<file path="src/rtl/port_led_pkg.sv">
package port_led_pkg;
  localparam int STAT_W  = 6;
  localparam int FPOS_W  = 3;

  typedef enum logic [1:0] {
    ACT_NONE  = 2'd0,
    ACT_ANY   = 2'd1,
    ACT_SPLIT = 2'd2
  } act_mode_e;

  typedef struct packed {
    act_mode_e         mode;
    logic [FPOS_W-1:0] nstat;
  } layout_t;

  function automatic layout_t decode_layout(input logic [3:0] code);
    layout_t l;
    unique case (code)
      4'h1:    l = '{ACT_NONE,  3'd2};
      4'h2:    l = '{ACT_NONE,  3'd4};
      4'h3:    l = '{ACT_NONE,  3'd6};
      4'h4:    l = '{ACT_ANY,   3'd1};
      4'h5:    l = '{ACT_ANY,   3'd2};
      4'h6:    l = '{ACT_ANY,   3'd4};
      4'h8:    l = '{ACT_SPLIT, 3'd1};
      4'h9:    l = '{ACT_SPLIT, 3'd2};
      4'hA:    l = '{ACT_SPLIT, 3'd4};
      default: l = '{ACT_NONE,  3'd1};
    endcase
    return l;
  endfunction
endpackage

</file>
<file path="src/rtl/blink_timer.sv">
module blink_timer #(
  parameter int RATE_W = 8
) (
  input  logic              clk_i,
  input  logic              rst_ni,
  input  logic              latch_i,
  input  logic [RATE_W-1:0] rate_i,
  output logic              period_edge_o
);
  logic [RATE_W-1:0] cnt_q;
  logic [RATE_W-1:0] eff_rate;
  logic              at_last;

  assign eff_rate      = (rate_i == '0) ? RATE_W'(1) : rate_i;
  assign at_last       = (cnt_q >= eff_rate - RATE_W'(1));
  assign period_edge_o = latch_i & at_last;

  always_ff @(posedge clk_i or negedge rst_ni) begin
    if (!rst_ni)            cnt_q <= '0;
    else if (period_edge_o) cnt_q <= '0;
    else if (latch_i)       cnt_q <= cnt_q + RATE_W'(1);
  end

  assert_cnt_still_R8: assert property (@(posedge clk_i) disable iff (!rst_ni)
    !latch_i |=> $stable(cnt_q));
  assert_cnt_wrap_R8: assert property (@(posedge clk_i) disable iff (!rst_ni)
    period_edge_o |=> (cnt_q == '0));
endmodule

</file>
<file path="src/rtl/act_stretch.sv">
module act_stretch (
  input  logic clk_i,
  input  logic rst_ni,
  input  logic act_i,
  input  logic period_edge_i,
  output logic hold_o
);
  logic seen_q, hold_q;

  always_ff @(posedge clk_i or negedge rst_ni) begin
    if (!rst_ni) begin
      seen_q <= 1'b0;
      hold_q <= 1'b0;
    end else if (period_edge_i) begin
      hold_q <= seen_q | act_i;
      seen_q <= act_i;
    end else begin
      hold_q <= hold_q | act_i;
      seen_q <= seen_q | act_i;
    end
  end

  assign hold_o = hold_q;

  assert_hold_set_R6: assert property (@(posedge clk_i) disable iff (!rst_ni)
    $rose(hold_q) |-> $past(act_i));
  assert_hold_clear_R7: assert property (@(posedge clk_i) disable iff (!rst_ni)
    $fell(hold_q) |-> ($past(period_edge_i) && !$past(act_i)));
endmodule

</file>
<file path="src/rtl/field_pick.sv">
module field_pick
  import port_led_pkg::*;
(
  input  logic [3:0]        fmt_i,
  input  logic [STAT_W-1:0] status_i,
  input  logic              tx_hold_i,
  input  logic              rx_hold_i,
  input  logic [FPOS_W-1:0] pos_i,
  output logic              bit_o,
  output logic [FPOS_W-1:0] len_o
);
  layout_t           lay;
  logic [FPOS_W-1:0] offs;
  logic [FPOS_W-1:0] sidx;
  logic [7:0]        stat_pad;

  assign lay      = decode_layout(fmt_i);
  assign stat_pad = {{(8-STAT_W){1'b0}}, status_i};

  always_comb begin
    unique case (lay.mode)
      ACT_ANY:   offs = FPOS_W'(1);
      ACT_SPLIT: offs = FPOS_W'(2);
      default:   offs = '0;
    endcase
    len_o = lay.nstat + offs;
    sidx  = pos_i - offs;
    bit_o = 1'b0;
    if (pos_i < len_o) begin
      if (pos_i >= offs)          bit_o = stat_pad[sidx];
      else if (lay.mode == ACT_ANY) bit_o = tx_hold_i | rx_hold_i;
      else if (pos_i == '0)       bit_o = tx_hold_i;
      else                        bit_o = rx_hold_i;
    end
  end
endmodule

</file>
<file path="src/rtl/port_led_field.sv">
module port_led_field
  import port_led_pkg::*;
#(
  parameter int NPORT  = 8,
  parameter int RATE_W = 8,
  localparam int PORT_W = (NPORT > 1) ? $clog2(NPORT) : 1
) (
  input  logic                    clk_i,
  input  logic                    rst_ni,
  input  logic [3:0]              fmt_i,
  input  logic [RATE_W-1:0]       blink_rate_i,
  input  logic                    latch_i,
  input  logic [NPORT*STAT_W-1:0] sw_status_i,
  input  logic [NPORT-1:0]        tx_act_i,
  input  logic [NPORT-1:0]        rx_act_i,
  input  logic [PORT_W-1:0]       sel_port_i,
  input  logic [FPOS_W-1:0]       sel_bit_i,
  output logic                    bit_o,
  output logic [FPOS_W-1:0]       len_o
);
  logic              period_edge;
  logic [NPORT-1:0]  tx_hold, rx_hold;
  logic [STAT_W-1:0] sel_status;
  logic              pick_bit;
  logic [FPOS_W-1:0] pick_len;

  blink_timer #(.RATE_W(RATE_W)) u_timer (
    .clk_i, .rst_ni, .latch_i, .rate_i(blink_rate_i), .period_edge_o(period_edge)
  );

  for (genvar g = 0; g < NPORT; g++) begin : g_port
    act_stretch u_tx (.clk_i, .rst_ni, .act_i(tx_act_i[g]),
                      .period_edge_i(period_edge), .hold_o(tx_hold[g]));
    act_stretch u_rx (.clk_i, .rst_ni, .act_i(rx_act_i[g]),
                      .period_edge_i(period_edge), .hold_o(rx_hold[g]));
  end

  assign sel_status = sw_status_i[sel_port_i*STAT_W +: STAT_W];

  field_pick u_pick (
    .fmt_i, .status_i(sel_status),
    .tx_hold_i(tx_hold[sel_port_i]), .rx_hold_i(rx_hold[sel_port_i]),
    .pos_i(sel_bit_i), .bit_o(pick_bit), .len_o(pick_len)
  );

  always_ff @(posedge clk_i or negedge rst_ni) begin
    if (!rst_ni) begin
      bit_o <= 1'b0;
      len_o <= '0;
    end else begin
      bit_o <= pick_bit;
      len_o <= pick_len;
    end
  end

  assert_pad_zero_R5: assert property (@(posedge clk_i) disable iff (!rst_ni)
    bit_o |-> ($past(sel_bit_i) < len_o));
  assert_len_legal_R1: assert property (@(posedge clk_i) disable iff (!rst_ni)
    len_o <= FPOS_W'(6));
  assert_len_nonzero_R9: assert property (@(posedge clk_i) disable iff (!rst_ni)
    $past(rst_ni) |-> (len_o != '0));
endmodule

</file>
<file path="config.mk">
export PLATFORM = sky130hd
export DESIGN_NAME = port_led_field
export DESIGN_NICKNAME = d
export VERILOG_FILES = /design/src/rtl/port_led_pkg.sv /design/src/rtl/blink_timer.sv /design/src/rtl/act_stretch.sv /design/src/rtl/field_pick.sv /design/src/rtl/port_led_field.sv
export SDC_FILE = /design/constraint.sdc
export NUM_CORES = 1
export LEC_CHECK = 0
export BUFFER_PORTS_ARGS = -buffer_cell sky130_fd_sc_hd__buf_4
export CELL_PAD_IN_SITES_DETAIL_PLACEMENT = 1
export CELL_PAD_IN_SITES_GLOBAL_PLACEMENT = 1
export CORE_ASPECT_RATIO = 0.6
export CORE_UTILIZATION = 36
export DETAILED_ROUTE_END_ITERATION = 7
export PLACE_DENSITY_LB_ADDON = 0.1
export SETUP_SLACK_MARGIN = 0.3
export SYNTH_ARGS = -nofsm -noshare
export SYNTH_HDL_FRONTEND = slang
export SYNTH_SLANG_ARGS = --single-unit
</file>
<file path="constraint.sdc">
create_clock -name clk_i -period 2.2 [get_ports clk_i]
set_input_delay 0.44 -clock clk_i [delete_from_list [all_inputs] [get_ports clk_i]]
set_output_delay 0.44 -clock clk_i [all_outputs]
set_load 0.02 [all_outputs]
</file>
## Word-level counts from Yosys, hierarchy flattened

Memories as Yosys holds them, arrays and structs flattened.
Index checks and enable logic that the tools add are counted.

| word-level totals | value |
|---|---|
| bits in registers | 44 |
| bits in read-only memories | 80 |
| bits of input ports | 85 |
| output and inout port bits | 4 |
| logic and storage cells | 132 |
| memories | 1 |

Memories:

| name | words | bits a word | read ports | clocked after memory_dff | write ports | RTL line | text |
|---|---|---|---|---|---|---|---|
| (name not given) | 16 | 5 | 1 | 0 | 0 | port_led_pkg.sv:18 | `unique case (code)` |

| cells by class | value |
|---|---|
| $add $sub $neg | 4 |
| multipliers | 1 |
| $lt $le $gt $ge | 5 |
| equality and inequality tests | 2 |
| shift-type cells | 1 |
| muxes and demuxes | 46 |
| bitwise operators | 34 |
| reductions and logical operators | 3 |

Operator list:

| cell | number |
|---|---|
| $shiftx 48x7->6 | 1 |
| $mux 1 | 39 |
| $or 1x1->1 | 33 |
| $mux 8 | 3 |
| $bmux 1 s3 | 3 |
| $add 8x1->8 const B | 1 |
| $ge 8x8->1 | 1 |
| $logic_not 8->1 | 1 |
| $lt 3x4->1 const B | 2 |
| $sub 8x1->8 const B | 1 |
| $mul 3x2->5 const B | 1 |
| $pmux 2 s2 | 1 |
| $add 3x2->3 | 1 |
| $ge 3x2->1 | 1 |
| $logic_not 3->1 | 1 |
| $lt 3x3->1 | 1 |
| $sub 3x2->3 | 1 |
| $eq 2x1->1 const B | 1 |
| $eq 2x2->1 const B | 1 |
| $reduce_bool 2->1 | 1 |
| $and 1x1->1 | 1 |

## Logic depth before layout (Yosys ltp)

An unclocked memory read counts as a cell.

| depth | value |
|---|---|
| depth in word-level cells | 8 |
| mapped depth | 16 |
| depth with buffers taken out | 15 |

## Cells and area by module

A second synthesis with hierarchy kept.

| unflattened totals | value |
|---|---|
| cell total of the unflattened synthesis | 254 |
| area total of the unflattened synthesis | 3,017.9 um2 |

Modules (own cells, without submodules):

| module | times used | cells an instance | area each (um2) | sequential area each (um2) |
|---|---|---|---|---|
| act_stretch | 16 | 6 | 76.3 | 50.0 |
| blink_timer | 1 | 77 | 728.2 | 200.2 |
| port_led_field | 1 | 33 | 650.6 | 100.1 |
| field_pick | 1 | 48 | 417.9 | 0.0 |

## Worst setup path after synthesis

Ideal clock, no wire load.

| timing | value |
|---|---|
| kind | input-to-reg |
| from | in blink_rate_i[3] |
| to | reg g_port[0].u_rx.hold_q |
| setup time | 0.124 ns |
| arrival | 2.922 ns |
| required time | 2.076 ns |
| path slack | -0.846 ns |
| stages | 16 |
| path buffers | 1 |
| cell sequence | or3_1 nor2_1 nand2_1 o21bai_1 inv_1 ha_1 nand2_1 xor2_1 ha_1 a21o_1 a21oi_1 nor2b_1 o21ai_1 clkbuf_1 and3_1 a211o_1 |

| between the ends | value |
|---|---|
| word-level cells in the longest chain between the ends | 6 |

RTL lines:

| element | RTL line | text |
|---|---|---|
| start, declared | port_led_field.sv:11 | `input logic [RATE_W-1:0] blink_rate_i,` |
| $logic_not 8->1 | blink_timer.sv:14 | `assign eff_rate = (rate_i == '0) ? RATE_W'(1) : rate_i;` |
| $mux 8 * | blink_timer.sv:14 |  |
| $sub 8x1->8 * | blink_timer.sv:15 | `assign at_last = (cnt_q >= eff_rate - RATE_W'(1));` |
| $ge 8x8->1 * | blink_timer.sv:15 |  |
| $and 1x1->1 * | blink_timer.sv:16 | `assign period_edge_o = latch_i & at_last;` |
| $mux 1 * | act_stretch.sv:14 | `end else if (period_edge_i) begin` |
| end signal, assigned | act_stretch.sv:15 | `hold_q <= seen_q \| act_i;` |
| end signal, assigned | act_stretch.sv:18 | `hold_q <= hold_q \| act_i;` |
| end, declared | act_stretch.sv:8 | `logic seen_q, hold_q;` |

Mark *: on every way between the ends. The rest lies on a longest branch, timed or not.
A chain may end at the register's enable or synchronous reset.

## Worst setup path in the final report

| timing | value |
|---|---|
| from | in blink_rate_i[4] |
| to | reg g_port[3].u_rx.hold_q |

| between the ends | value |
|---|---|
| word-level cells in the longest chain between the ends | 6 |

RTL lines:

| element | RTL line |
|---|---|
| $logic_not 8->1 | blink_timer.sv:14 |
| $mux 8 * | blink_timer.sv:14 |
| $sub 8x1->8 * | blink_timer.sv:15 |
| $ge 8x8->1 * | blink_timer.sv:15 |
| $and 1x1->1 * | blink_timer.sv:16 |
| $mux 1 * | act_stretch.sv:14 |
| end signal, assigned | act_stretch.sv:15 |
| end signal, assigned | act_stretch.sv:18 |
| end, declared | act_stretch.sv:8 |

Marked as above.

==> results.md <==
- Sw frac: 0.3084
- R2R setup slack: about 0.010 ns
- Num Clock Sinks: between 40 and 50
- Gpl congestion: between 0.7 and 0.8
- Slowest cell on crit path: or3_4
- Vias: 2532
- Worst Path Buf+Inv: 3
- Via density: roughly 5.2
- CP top delay family: simple AND/OR/NAND/NOR gates
- Post-Syn Area: 0.002872 mm^2
- Routed Wire Length: around 9.6 mm
- Critical Path Fanout Max: 16
- Mapped Cells: 247
- Wire per inst: 19.84 um
- Grt total ovfl: 0
- Placed cell areas: just under 0.004 mm^2
- Initial antenna violation count: 0
- Total track usage: 0.2412
- RSZ-0062 raised after global routing: yes
- Clock-pin slew on the worst setup and hold paths: ~0.07 ns
- Root Buffer: clkbuf_16
- Max VDD drop: 0.4276 mV
- CTS H-tree depth: 2
- Nets@finish: a little under 500
- Setup Crit Path Kind: input port to register
- PD cells: between 600 and 700 mW/mm^2
- Skew final: approximately 0.0042 ns
- IO buf count: 88
- Clock buffer depth: 2
- Dpl ws: -1.150 ns
- Post-synthesis register bit count: 44
- ANT cells: 0
- Commonest non-fill, non-tap cell in the layout: buf_4
- Fmax: 333.0 MHz
- Chip height: approximately 70 um
- Clock buffer count from CTS: 5
- Final Hold Viols: 0
- Area delta synth->final: 56.99%
- Slew headroom: 0.6081
- Most used cell, CP: buf_6
- CP endpoint kind: register
- Die area: 0.008349 mm^2
- Synth Warn #: 0
- Maxcap violations: 0
- Depth of the worst register-to-register path: 9
- Starting DRT DRC Count: 93
- Share of cells above drive strength 1: 0.5330
- Drt drc: 0
- Post-route setup TNS: -28.49 ns
- Pint: 2.036 mW
- Switching power: 908.3 uW
- Setup WS post-layout: -0.8031 ns
- First-pass GRT wire length: between 15 and 20 mm
- Clk pwr share: 0.299
- Boundary Pins: 89
- Commonest cells after routing, fill and taps aside: buf_4, dfrtp_1, a21o_1
- Hold crit path type: input port to async pin
- Avg Inst Size Synth: approximately 12 um^2
- Setup crit start kind: input port
- Largest net degree at the start of global routing: 45
- Crit-path cells: buf_6, or3_4, nor2_4, nand2_2, o21bai_4, buf_6, nor3_4, xnor2_2, ha_1, a21o_1, a21oi_2, nor2b_4, o21ai_4, buf_12, and3_1, a211o_1
- Tcrit/Tclk final: 1.365
- Leak: about 2.0 nW
- Top-area cell type share of the netlist area: 0.3834
- DPL Wire Length: around 6.4 mm
- Status: complete, but fails checks
- Row cnt: 24
- Initial Util: 0.3840
- Final Cell Area: approximately 0.0045 mm^2
- CTS tree: built
- Core Box Area: 0.007477 mm^2
- Top cells by area, synth: dfrtp_1, ha_1, mux4_2
- Die width: ~120 um
- Failing checks: setup timing
- Detail Route Antenna Nets: 0
- CP arrival: 3.17 ns
- Reg2reg end: g_port[3].u_rx.hold_o$_DFF_PN0_
- WP data required: around 2.4 ns
- Clock Latency Late Sink: a little under 0.3 ns
- Largest area contributor in the netlist: dfrtp_1
- Worst-Margin Slew: 0.5878 ns
- CP max stage delay: 0.40 ns
- Combinational share of power: 0.359
- Reg2reg start: u_timer.cnt_q[0]$_DFFE_PN0P_
- Synth unique cells: ~40
- Core Util, Final: 0.6029
- Vias in the first global route: roughly 2800
- Sequential Power Share: 0.343
- Final setup violating endpoints: a little over 40
- Final Max Tran Viols: 0
- Final Critical Period: 3.003 ns
- Synthesized Nets: roughly 350
- Cts hold-fix bufs: 0
- Sequential area share after synthesis: 0.3834
- Drt first pass iters: 4
[layout make-up]
cell class | count | area [um^2]
Clock inverter | 3 | 46.29
Clock buffer | 5 | 125.1
Tap cell | 104 | 130.1
Fill cell | 758 | 2969
Multi-Input combinational cell | 181 | 1919
Inverter | 11 | 41.29
Timing Repair Buffer | 135 | 1145
Sequential cell | 44 | 1101
[what timing repair did]
item | 4_1_cts | 5_1_grt
setup endpoints to repair | 41 | 43
pin swaps | 16 | 7
setup buffers | 8 | 1
resized for setup | 37 | 19
gates cloned | 3 | 0
endpoints found under the hold margin | 0 | 0
[state kept, by name (all words and copies together) (netlist names)]
name,flops
u_timer.cnt_q,8
g_port.u_rx.hold_o,8
len_o,3
g_port.u_rx.seen_q,8
g_port.u_tx.seen_q,8
g_port.u_tx.hold_o,8
bit_o,1
[cell families (layout without fill, tap and decap cells)]
kind of cell,Yosys count,count (layout),synth area share
AO/OA/AOI/OAI,61,61,0.1564
AND/OR/NAND/NOR,59,59,0.1102
XOR/XNOR,13,13,0.03965
adder cells (fa/ha/maj),21,21,0.09673
multiplexers,27,27,0.1721
flip-flops,44,44,0.3834
buffers and inverters,22,154,0.04139
[through the flow]
| stage | hold WS [ns] | total power [mW] | std cells |
|---|---|---|---|
| after CTS | 0.1723 | 2.862 | 482 |
| after global routing | 0.1844 | 3.104 | 483 |
| after detailed placement | 0.4600 | 1.845 | 463 |
| after global placement | 0.4514 | 1.817 | 463 |
| final | 0.1486 | 2.945 | 483 |
| after floorplan | 0.1444 | 1.468 | 247 |
[worst max-delay path by stage]
stage | cells past startpoint | start | end
floorplan | 15 | blink_rate_i[4] | g_port[0].u_rx.hold_o$_DFF_PN0_
global placement | 15 | blink_rate_i[4] | g_port[6].u_tx.hold_o$_DFF_PN0_
detailed placement | 16 | blink_rate_i[4] | g_port[6].u_tx.hold_o$_DFF_PN0_
CTS | 16 | blink_rate_i[4] | g_port[6].u_rx.hold_o$_DFF_PN0_
global route | 16 | blink_rate_i[4] | g_port[7].u_rx.hold_o$_DFF_PN0_
finish | 16 | blink_rate_i[4] | g_port[3].u_rx.hold_o$_DFF_PN0_
[power by group through the flow]
stage                     combinational [mW]  clock (mW)  sequential [mW]
final                                   1.06       0.879             1.01
after floorplan                        0.463           0             1.00
after global routing                    1.14       0.936             1.02
after global placement                 0.805           0             1.01
after CTS                              0.978       0.879             1.00
after detailed placement               0.827           0             1.02
[metal layers]
layer  global-route usage  share of wire  up-vias  wire [um]
li1                     -              -     1195          -
met1               0.3289           0.46     1262       4431
met2               0.4083           0.48       71       4618
met3              0.05081          0.052        4        499
met4              0.03175         0.0034        0         33
met5                    0              0        -          0
[cell usage after synthesis, drive strengths merged]
library cell   n
mux4          16
o21ai          6
xnor2          7
or3b           1
fa             2
a21oi         12
a21o          19
o2111ai        1
or3            1
o31ai          1
nand2         12
o21bai         1
inv           11
a211oi         2
nand4bb        1
a211o         16
nor3           4
a2111oi        1
nor2          12
mux2           1
nor4           1
nand3          3
nor2b          4
dfrtp         44
ha            19
xor2           6
a22o           1
clkbuf         5
buf            6
nand4          2
nand2b         1
a221oi         1
and3          16
nand3b         1
mux2i         10
[worst reg2reg max path: cells and delay by family, from the launching register on]
kind            cells  cell delay, ns
compound gates      4            0.84
flops               1            0.40
buf+inv             2            0.33
simple gates        2            0.28
fa+ha+maj           1            0.23
Power figures use the tool's default switching activity.
